--- config.mk ---
export PLATFORM = sky130hd
export DESIGN_NAME = bus_cycle_ctl
export DESIGN_NICKNAME = d
export VERILOG_FILES = /design/src/rtl/bcc_pkg.sv /design/src/rtl/bcc_phase_gen.sv /design/src/rtl/bcc_access_ctl.sv /design/src/rtl/bcc_pin_regs.sv /design/src/rtl/bus_cycle_ctl.sv
export SDC_FILE = /design/constraint.sdc
export NUM_CORES = 1
export LEC_CHECK = 0
export ABC_AREA = 1
export CAP_MARGIN = 5
export CORE_MARGIN = 2
export CORE_UTILIZATION = 50
export CTS_CLUSTER_DIAMETER = 200
export DETAILED_ROUTE_END_ITERATION = 10
export DONT_BUFFER_PORTS = 1
export MAX_ROUTING_LAYER = met4
export PLACE_DENSITY = 0.72
export SYNTH_ARGS = -nofsm -noshare
export SYNTH_HDL_FRONTEND = slang
export SYNTH_SLANG_ARGS = --single-unit
--- constraint.sdc ---
create_clock -name clk -period 1.6 [get_ports clk]
set_input_delay 0.08 -clock clk [delete_from_list [all_inputs] [get_ports clk]]
set_output_delay 0.08 -clock clk [all_outputs]
set_load 0.05 [all_outputs]
--- src/rtl/bcc_pkg.sv ---
// Package: shared phase type and phase constants for the bus cycle controller.
// Assumes a four-clock strobe period, encoded on two bits.
package bcc_pkg;
    localparam int PH_W = 2;
    typedef logic [PH_W-1:0] phase_t;
    localparam phase_t PH_START = 2'd0;   // first phi2-low clock
    localparam phase_t PH_LAST  = 2'd3;   // last phi2-high clock
endpackage

--- src/rtl/bcc_phase_gen.sv ---
// Phase generator: free-running 0..3 counter that derives registered phi1/phi2.
// phi2 is high in phases 2 and 3. Assumes a synchronous active-low reset.
module bcc_phase_gen
    import bcc_pkg::*;
(
    input  logic   clk,
    input  logic   rst_n,
    output phase_t ph,
    output logic   ph_end,     // current clock is the last of the period
    output logic   nxt_hi,     // phi2 level in the next clock
    output logic   phi1,
    output logic   phi2
);
    phase_t nxt_ph;

    // Next phase and derived decodes
    always_comb begin
        nxt_ph = ph + 1'b1;
        nxt_hi = nxt_ph[PH_W-1];
        ph_end = (ph == PH_LAST);
    end

    // Phase counter and strobe flops
    always_ff @(posedge clk) begin
        if (!rst_n) begin
            ph   <= PH_START;
            phi2 <= 1'b0;
            phi1 <= 1'b1;
        end else begin
            ph   <= nxt_ph;
            phi2 <= nxt_hi;
            phi1 <= ~nxt_hi;
        end
    end
endmodule

--- src/rtl/bcc_access_ctl.sv ---
// Access controller: accepts a request at the period boundary, counts wait
// periods and raises a one-clock ready. Assumes the core holds its request.
module bcc_access_ctl #(
    parameter int WAIT_W = 2
) (
    input  logic              clk,
    input  logic              rst_n,
    input  logic              ph_end,
    input  logic              req,
    input  logic [WAIT_W-1:0] wait_in,
    output logic              load,
    output logic              done,
    output logic              busy_nxt,
    output logic              rdy
);
    logic              busy;
    logic [WAIT_W-1:0] wleft;

    // Accept / finish decisions, all on the period boundary
    always_comb begin
        load     = ph_end && !busy && req;
        done     = ph_end && busy && (wleft == '0);
        busy_nxt = load || (busy && !done);
    end

    // Busy flag, remaining wait periods and ready pulse
    always_ff @(posedge clk) begin
        if (!rst_n) begin
            busy  <= 1'b0;
            wleft <= '0;
            rdy   <= 1'b0;
        end else begin
            busy <= busy_nxt;
            rdy  <= done;
            if (load)
                wleft <= wait_in;
            else if (ph_end && busy && !done)
                wleft <= wleft - 1'b1;
        end
    end
endmodule

--- src/rtl/bcc_pin_regs.sv ---
// Pin register stage: holds address, direction and write data, registers the
// strobes from next-state values and captures read data. All pins are flops.
module bcc_pin_regs #(
    parameter int ADDR_W = 16,
    parameter int DATA_W = 8
) (
    input  logic              clk,
    input  logic              rst_n,
    input  logic              load,
    input  logic              done,
    input  logic              busy_nxt,
    input  logic              nxt_hi,
    input  logic [ADDR_W-1:0] addr_in,
    input  logic              rnw_in,
    input  logic [DATA_W-1:0] wdata_in,
    input  logic [DATA_W-1:0] mem_din,
    output logic [ADDR_W-1:0] mem_addr,
    output logic              mem_rnw,
    output logic [DATA_W-1:0] mem_dout,
    output logic              mem_dout_en,
    output logic              mem_we_n,
    output logic              mem_oe_n,
    output logic [DATA_W-1:0] rdata
);
    logic rnw_nxt;
    logic drive;

    // Direction and strobe window for the coming clock
    always_comb begin
        rnw_nxt = load ? rnw_in : mem_rnw;
        drive   = busy_nxt && nxt_hi;
    end

    // Address/data holding registers, loaded only at acceptance
    always_ff @(posedge clk) begin
        if (!rst_n) begin
            mem_addr <= '0;
            mem_rnw  <= 1'b1;
            mem_dout <= '0;
        end else if (load) begin
            mem_addr <= addr_in;
            mem_rnw  <= rnw_in;
            mem_dout <= wdata_in;
        end
    end

    // Strobe flops, active only while phi2 is high
    always_ff @(posedge clk) begin
        if (!rst_n) begin
            mem_we_n    <= 1'b1;
            mem_oe_n    <= 1'b1;
            mem_dout_en <= 1'b0;
        end else begin
            mem_we_n    <= !(drive && !rnw_nxt);
            mem_dout_en <= drive && !rnw_nxt;
            mem_oe_n    <= !(drive && rnw_nxt);
        end
    end

    // Read data input register, sampled as phi2 falls in the last period
    always_ff @(posedge clk) begin
        if (!rst_n)
            rdata <= '0;
        else if (done && mem_rnw)
            rdata <= mem_din;
    end
endmodule

--- src/rtl/bus_cycle_ctl.sv ---
// Top: four-clock external bus cycle controller. Turns held core requests into
// strobed memory cycles with whole-period wait states. Assumes one clock domain.
module bus_cycle_ctl #(
    parameter int ADDR_W = 16,
    parameter int DATA_W = 8,
    parameter int WAIT_W = 2
) (
    input  logic              clk,
    input  logic              rst_n,
    input  logic              core_req,
    input  logic              core_rnw,
    input  logic [ADDR_W-1:0] core_addr,
    input  logic [DATA_W-1:0] core_wdata,
    input  logic [WAIT_W-1:0] core_wait,
    output logic              core_rdy,
    output logic [DATA_W-1:0] core_rdata,
    output logic              phi1,
    output logic              phi2,
    output logic [ADDR_W-1:0] mem_addr,
    output logic              mem_rnw,
    output logic [DATA_W-1:0] mem_dout,
    output logic              mem_dout_en,
    output logic              mem_we_n,
    output logic              mem_oe_n,
    input  logic [DATA_W-1:0] mem_din
);
    import bcc_pkg::*;

    phase_t ph;
    logic   ph_end, nxt_hi, load, done, busy_nxt;

    bcc_phase_gen u_phase (
        .clk(clk), .rst_n(rst_n), .ph(ph), .ph_end(ph_end),
        .nxt_hi(nxt_hi), .phi1(phi1), .phi2(phi2)
    );

    bcc_access_ctl #(.WAIT_W(WAIT_W)) u_ctl (
        .clk(clk), .rst_n(rst_n), .ph_end(ph_end), .req(core_req),
        .wait_in(core_wait), .load(load), .done(done),
        .busy_nxt(busy_nxt), .rdy(core_rdy)
    );

    bcc_pin_regs #(.ADDR_W(ADDR_W), .DATA_W(DATA_W)) u_pins (
        .clk(clk), .rst_n(rst_n), .load(load), .done(done),
        .busy_nxt(busy_nxt), .nxt_hi(nxt_hi), .addr_in(core_addr),
        .rnw_in(core_rnw), .wdata_in(core_wdata), .mem_din(mem_din),
        .mem_addr(mem_addr), .mem_rnw(mem_rnw), .mem_dout(mem_dout),
        .mem_dout_en(mem_dout_en), .mem_we_n(mem_we_n),
        .mem_oe_n(mem_oe_n), .rdata(core_rdata)
    );
endmodule

# After elaboration in Yosys (flattened, before gate mapping)
# Cells that the tools add are included.
[classes]
add_sub_neg = 2
bitwise = 1
n_reduce_logical = 18
mux = 3
n_eq_ne = 1
[ops]
columns = ["cell", "count"]
rows = [
  ["$logic_and A1 B1 Y1", 10],
  ["$logic_not A1 Y1", 5],
  ["$mux W2", 2],
  ["$add A2 B1 Y2 const B", 1],
  ["$eq A2 B2 Y1 const B", 1],
  ["$logic_not A2 Y1", 1],
  ["$reduce_bool A2 Y1", 1],
  ["$sub A2 B1 Y2 const B", 1],
  ["$logic_or A1 B1 Y1", 1],
  ["$mux W1", 1],
  ["$not A1 Y1", 1],
]
[word_totals]
word_cells = 38
out_inout_bits = 39
regBits = 44

# Depth between registers and ports, before layout
[depth]
depth_word = 9
ltp_mapped = 7
depth_no_buf = 7

# By module
# A second synthesis with hierarchy kept.
[hier_totals]
hier_cells = 211
hier_area_um2 = 1591.5
[modules_own_cells]
columns = ["module", "instances", "seq_area_each_um2", "cells_per_inst", "area_per_inst_um2"]
rows = [
  ["bcc_pin_regs", 1, 720.7, 168, 1280.0],
  ["bcc_access_ctl", 1, 80.1, 34, 216.5],
  ["bcc_phase_gen", 1, 60.1, 9, 95.1],
]

# Worst setup path before layout
# OpenSTA, ideal clock, no wires.
[synth_path]
path_type = "register to register"
start = "reg, netlist name u_phase.phi2"
end = "reg u_pins.mem_addr[13]"
setup_ns = 0.116
period_less_slack_ns = 1.618
n_path_buf = 1
stages_incl_launch_ff = 6
slack_ns = -0.018
arrival_time_ns = 1.503
cell_sequence = "dfxtp_1 -> ha_1 -> nand3_2 -> buf_6 -> o21ai_0 -> nor2_1"
[synth_rtl]
columns = ["element", "line", "source"]
rows = [
  ["end signal: assignment", "bcc_pin_regs.sv:41", "mem_addr <= addr_in;"],
  ["end: declaration", "bcc_pin_regs.sv:17", "output logic [ADDR_W-1:0] mem_addr,"],
]

# Worst setup path in the final report
[layout_path]
start = "reg u_phase.ph[0]"
end = "reg u_pins.mem_addr[12]"
[layout_via]
elab_chain_len = 3
[layout_rtl]
columns = ["element", "line", "source"]
rows = [
  ["start: declaration", "bcc_phase_gen.sv:8", "output phase_t ph,"],
  ["start signal: assignment", "bcc_phase_gen.sv:30", "ph <= nxt_ph;"],
  ["$eq A2 B2 Y1", "bcc_phase_gen.sv:20", "ph_end = (ph == PH_LAST);"],
  ["$logic_and A1 B1 Y1 (2 in a row)", "bcc_access_ctl.sv:21", "load = ph_end && !busy && req;"],
]
# No other way between the ends.
# A chain may end at the register's enable or synchronous reset.

==> flow_metrics.tcl <==
set metrics [dict create \
    vias 1518 \
    hold_violations 0 \
    yosysMostFrequentCell "nor2_1" \
    cts.sinks 43 \
    ys_warn_count 0 \
    synth_cell_types 18 \
    p_sw_frac 0.265 \
    die_h_um 59.6 \
    rsz0062_at_grt "no" \
    yosys.area.top_type "dfxtp_1" \
    avgSynthCellArea_sq_um 8.15 \
    die_width_um 59.6 \
    synth_edf_count 0 \
    overflow 0 \
    p_sw_mw 0.559 \
    grt_pass1_vias 1467 \
    pwr-share-seq 0.534 \
    cts-root-buf "clkbuf_4" \
    final_layout_size_suffix_gt1_frac 0.213 \
    status "finished, final reports clean" \
    dr.pass1.iters 4 \
    cts_inserted_buffers 5 \
    grt_pass1_wl_mm 6.27 \
    pre_cts_slack_ps 0.750 \
    end_kind "register" \
    layout_setup_ws_ps 196 \
    via_per_inst 5.13 \
    clk_latency_ps 350 \
    slew_headroom 0.330 \
    drt-met1-wl_mm 1.58 \
    grt_util_all_layers 0.251 \
    syn_inst 190 \
    cpPeakStageDelay_ps 370 \
    dp_cells 251 \
    synthToLayoutAreaGrowth_pct 46.1 \
    cts_tree "done" \
    synth_common_cells "nor2_1, dfxtp_1, o21ai_0" \
    hp-class "input port to register" \
    die-area_sq_um 3560 \
    post_cts_buffers 0 \
    syn-cell-area_sq_um 1550 \
    synth_nets 230 \
    remaining_drc_errors 0 \
    synth-main-ff-cell "dfxtp_1" \
    core_sq_um 3000 \
    crit_arrival_ps 1690 \
    crit_path_start_kind "register" \
    wire_per_inst_um 14.1 \
    num_rows 20 \
    fin_crit_sh 0.878 \
    highest_layer "met4" \
    dp_hpwl_mm 2.57 \
    cts.clk_slew.worst_paths_ps 130 \
    critPathKind "register to register" \
    layout.cells.non_filler 296 \
    n_fill_cell 214 \
    fmax_mhz 712 \
    routed_wl_mm 4.17 \
    vdd_drop_max_mv 0.680 \
    io_buffers 0 \
    cp_data_required_time_ps 1890 \
    synth_seq_cells 43 \
    critPathMostFrequentCell "nor2_1" \
    multi_input_area_sq_um 599 \
    seq_area_frac_synth 0.556 \
    n_antenna_cell 0 \
    finalPower_mw 2.11 \
    grt_max_degree 36 \
    antenna_found_initial 0 \
    drtIter0Drc 138 \
    met2_wirelength_mm 2.27 \
    synth_area_leaders "dfxtp_1, nor2_1, o21ai_0, nand2_1, buf_6" \
    pin_count 77 \
    slowest_stage "dfxtp_1" \
    setup_tns_ps 0 \
    final_antenna_net_count 0 \
    setup_viol 0 \
    gp_congestion 0.790 \
    netlist.area_leader.share 0.556 \
    p_clk_frac 0.324 \
    cp_max_fo 24 \
    drv_cap 0 \
    htreeDepth 2 \
    fin_nets 302 \
    p_int_mw 1.55 \
    skew_ps 5.94 \
    power.density_nw_per_um2 935 \
    seq_area_sq_um 862 \
    ys_async_sr_fraction 0 \
    initial_core_util 0.515 \
    p_leak_nw 0.983 \
    comb_power_share 0.143 \
    tightest_slew_ps 1000 \
    path_cells "ha_2 > nand2_2 > nor2_4 > buf_4 > nor2_1 > nor2_1" \
    fin_crit_ps 1400 \
    drv_slew 0 \
    wl_met3_um 244 \
    cts_buffer_depth 2 \
]
power by group through the flow:
stage | Sequential [mW] | Clock [mW] | Combinational, mW
floorplan | 1.24 | 0 | 0.0808
global placement | 1.15 | 0 | 0.205
detailed placement | 1.15 | 0 | 0.212
CTS | 1.13 | 0.693 | 0.296
global route | 1.13 | 0.736 | 0.324
finish | 1.13 | 0.684 | 0.302
layout make-up:
type | count | area share
sequential | 43 | 0.381
clock buffer | 5 | 0.0166
timing repair buffer | 72 | 0.281
clock inverter | 3 | 0.0194
multi-input combinational | 129 | 0.265
inverter | 11 | 0.0183
tap | 33 | 0.0183
final timing paths:
check | start | to | slack [ps] | cells after the start
min reg2reg | u_phase.ph[0]$_SDFF_PN0_ | u_phase.ph[0]$_SDFF_PN0_ | 450 | 1
min | core_req | u_ctl.wleft[0]$_SDFFE_PN0P_ | 80 | 6
max | u_phase.ph[0]$_SDFF_PN0_ | u_pins.mem_addr[12]$_SDFFE_PN0P_ | 200 | 6
max reg2reg | u_phase.ph[0]$_SDFF_PN0_ | u_pins.mem_addr[12]$_SDFFE_PN0P_ | 200 | 6
cells in the final DEF, fill, tap and decap left out:
cell / netlist / layout
nand3_4: 0 / 1
nand2_2: 2 / 2
o21ai_1: 3 / 3
nand4_1: 1 / 1
clkinv_2: 0 / 1
dfxtp_1: 43 / 42
dlygate4sd3_1: 0 / 36
nor2_1: 69 / 69
nand2_1: 13 / 13
inv_1: 8 / 8
ha_1: 2 / 1
dlymetal6s4s_1: 0 / 1
bufinv_16: 0 / 1
nand3_2: 2 / 1
inv_2: 3 / 3
buf_4: 0 / 35
o21ai_0: 30 / 30
clkinv_4: 0 / 1
nor2_4: 2 / 2
nor2_2: 1 / 1
ha_2: 0 / 1
a21oi_1: 3 / 3
o21ai_2: 1 / 1
dfxtp_2: 0 / 1
clkbuf_4: 0 / 5
logic make-up after synthesis:
kind of cell	Yosys count	share of synthesized area
simple gates	90	0.243
flops	43	0.556
compound gates	37	0.122
buf+inv	18	0.0631
fa+ha+maj	2	0.0162
per-stage QoR:
| step | util | area, sq um | hold WS (ps) |
|---|---|---|---|
| 2_1_floorplan | - | 1550 | 206 |
| 3_3_place_gp | 0.598 | 1800 | 151 |
| 3_5_place_dp | 0.598 | 1800 | 172 |
| 4_1_cts | 0.751 | 2260 | 68.6 |
| 5_1_grt | 0.753 | 2260 | 78.5 |
| 6_report | 0.753 | 2260 | 80.8 |
sequential cells by signal, indices dropped and copies added, names as in the netlist, 2 cells and up:
signal / flops
u_pins.mem_addr: 16
u_pins.rdata: 8
u_pins.mem_dout: 8
u_ctl.wleft: 2
critical path: cells and delay by family, from the launching register on:
kind                       cells  cell delay (ps)
adders and majority gates      1              270
and+or+nand+nor                4              410
DFF                            1              370
buffers and inverters          1              270
per-layer routing:
layer / vias up / global-route usage
met4: 0 / 0.105
li1: 743 / -
met5: - / -
met3: 10 / 0.0721
met2: 69 / 0.473
met1: 696 / 0.232
repair_timing:
item / 4_1_cts / 5_1_grt
hold endpoints to repair: 43 / 0
pin swaps: 0 / 1
hold buffers: 37 / 0
endpoints found under the setup margin: 1 / 5
resized for setup: 1 / 2
(Power assumes the default switching activity.)
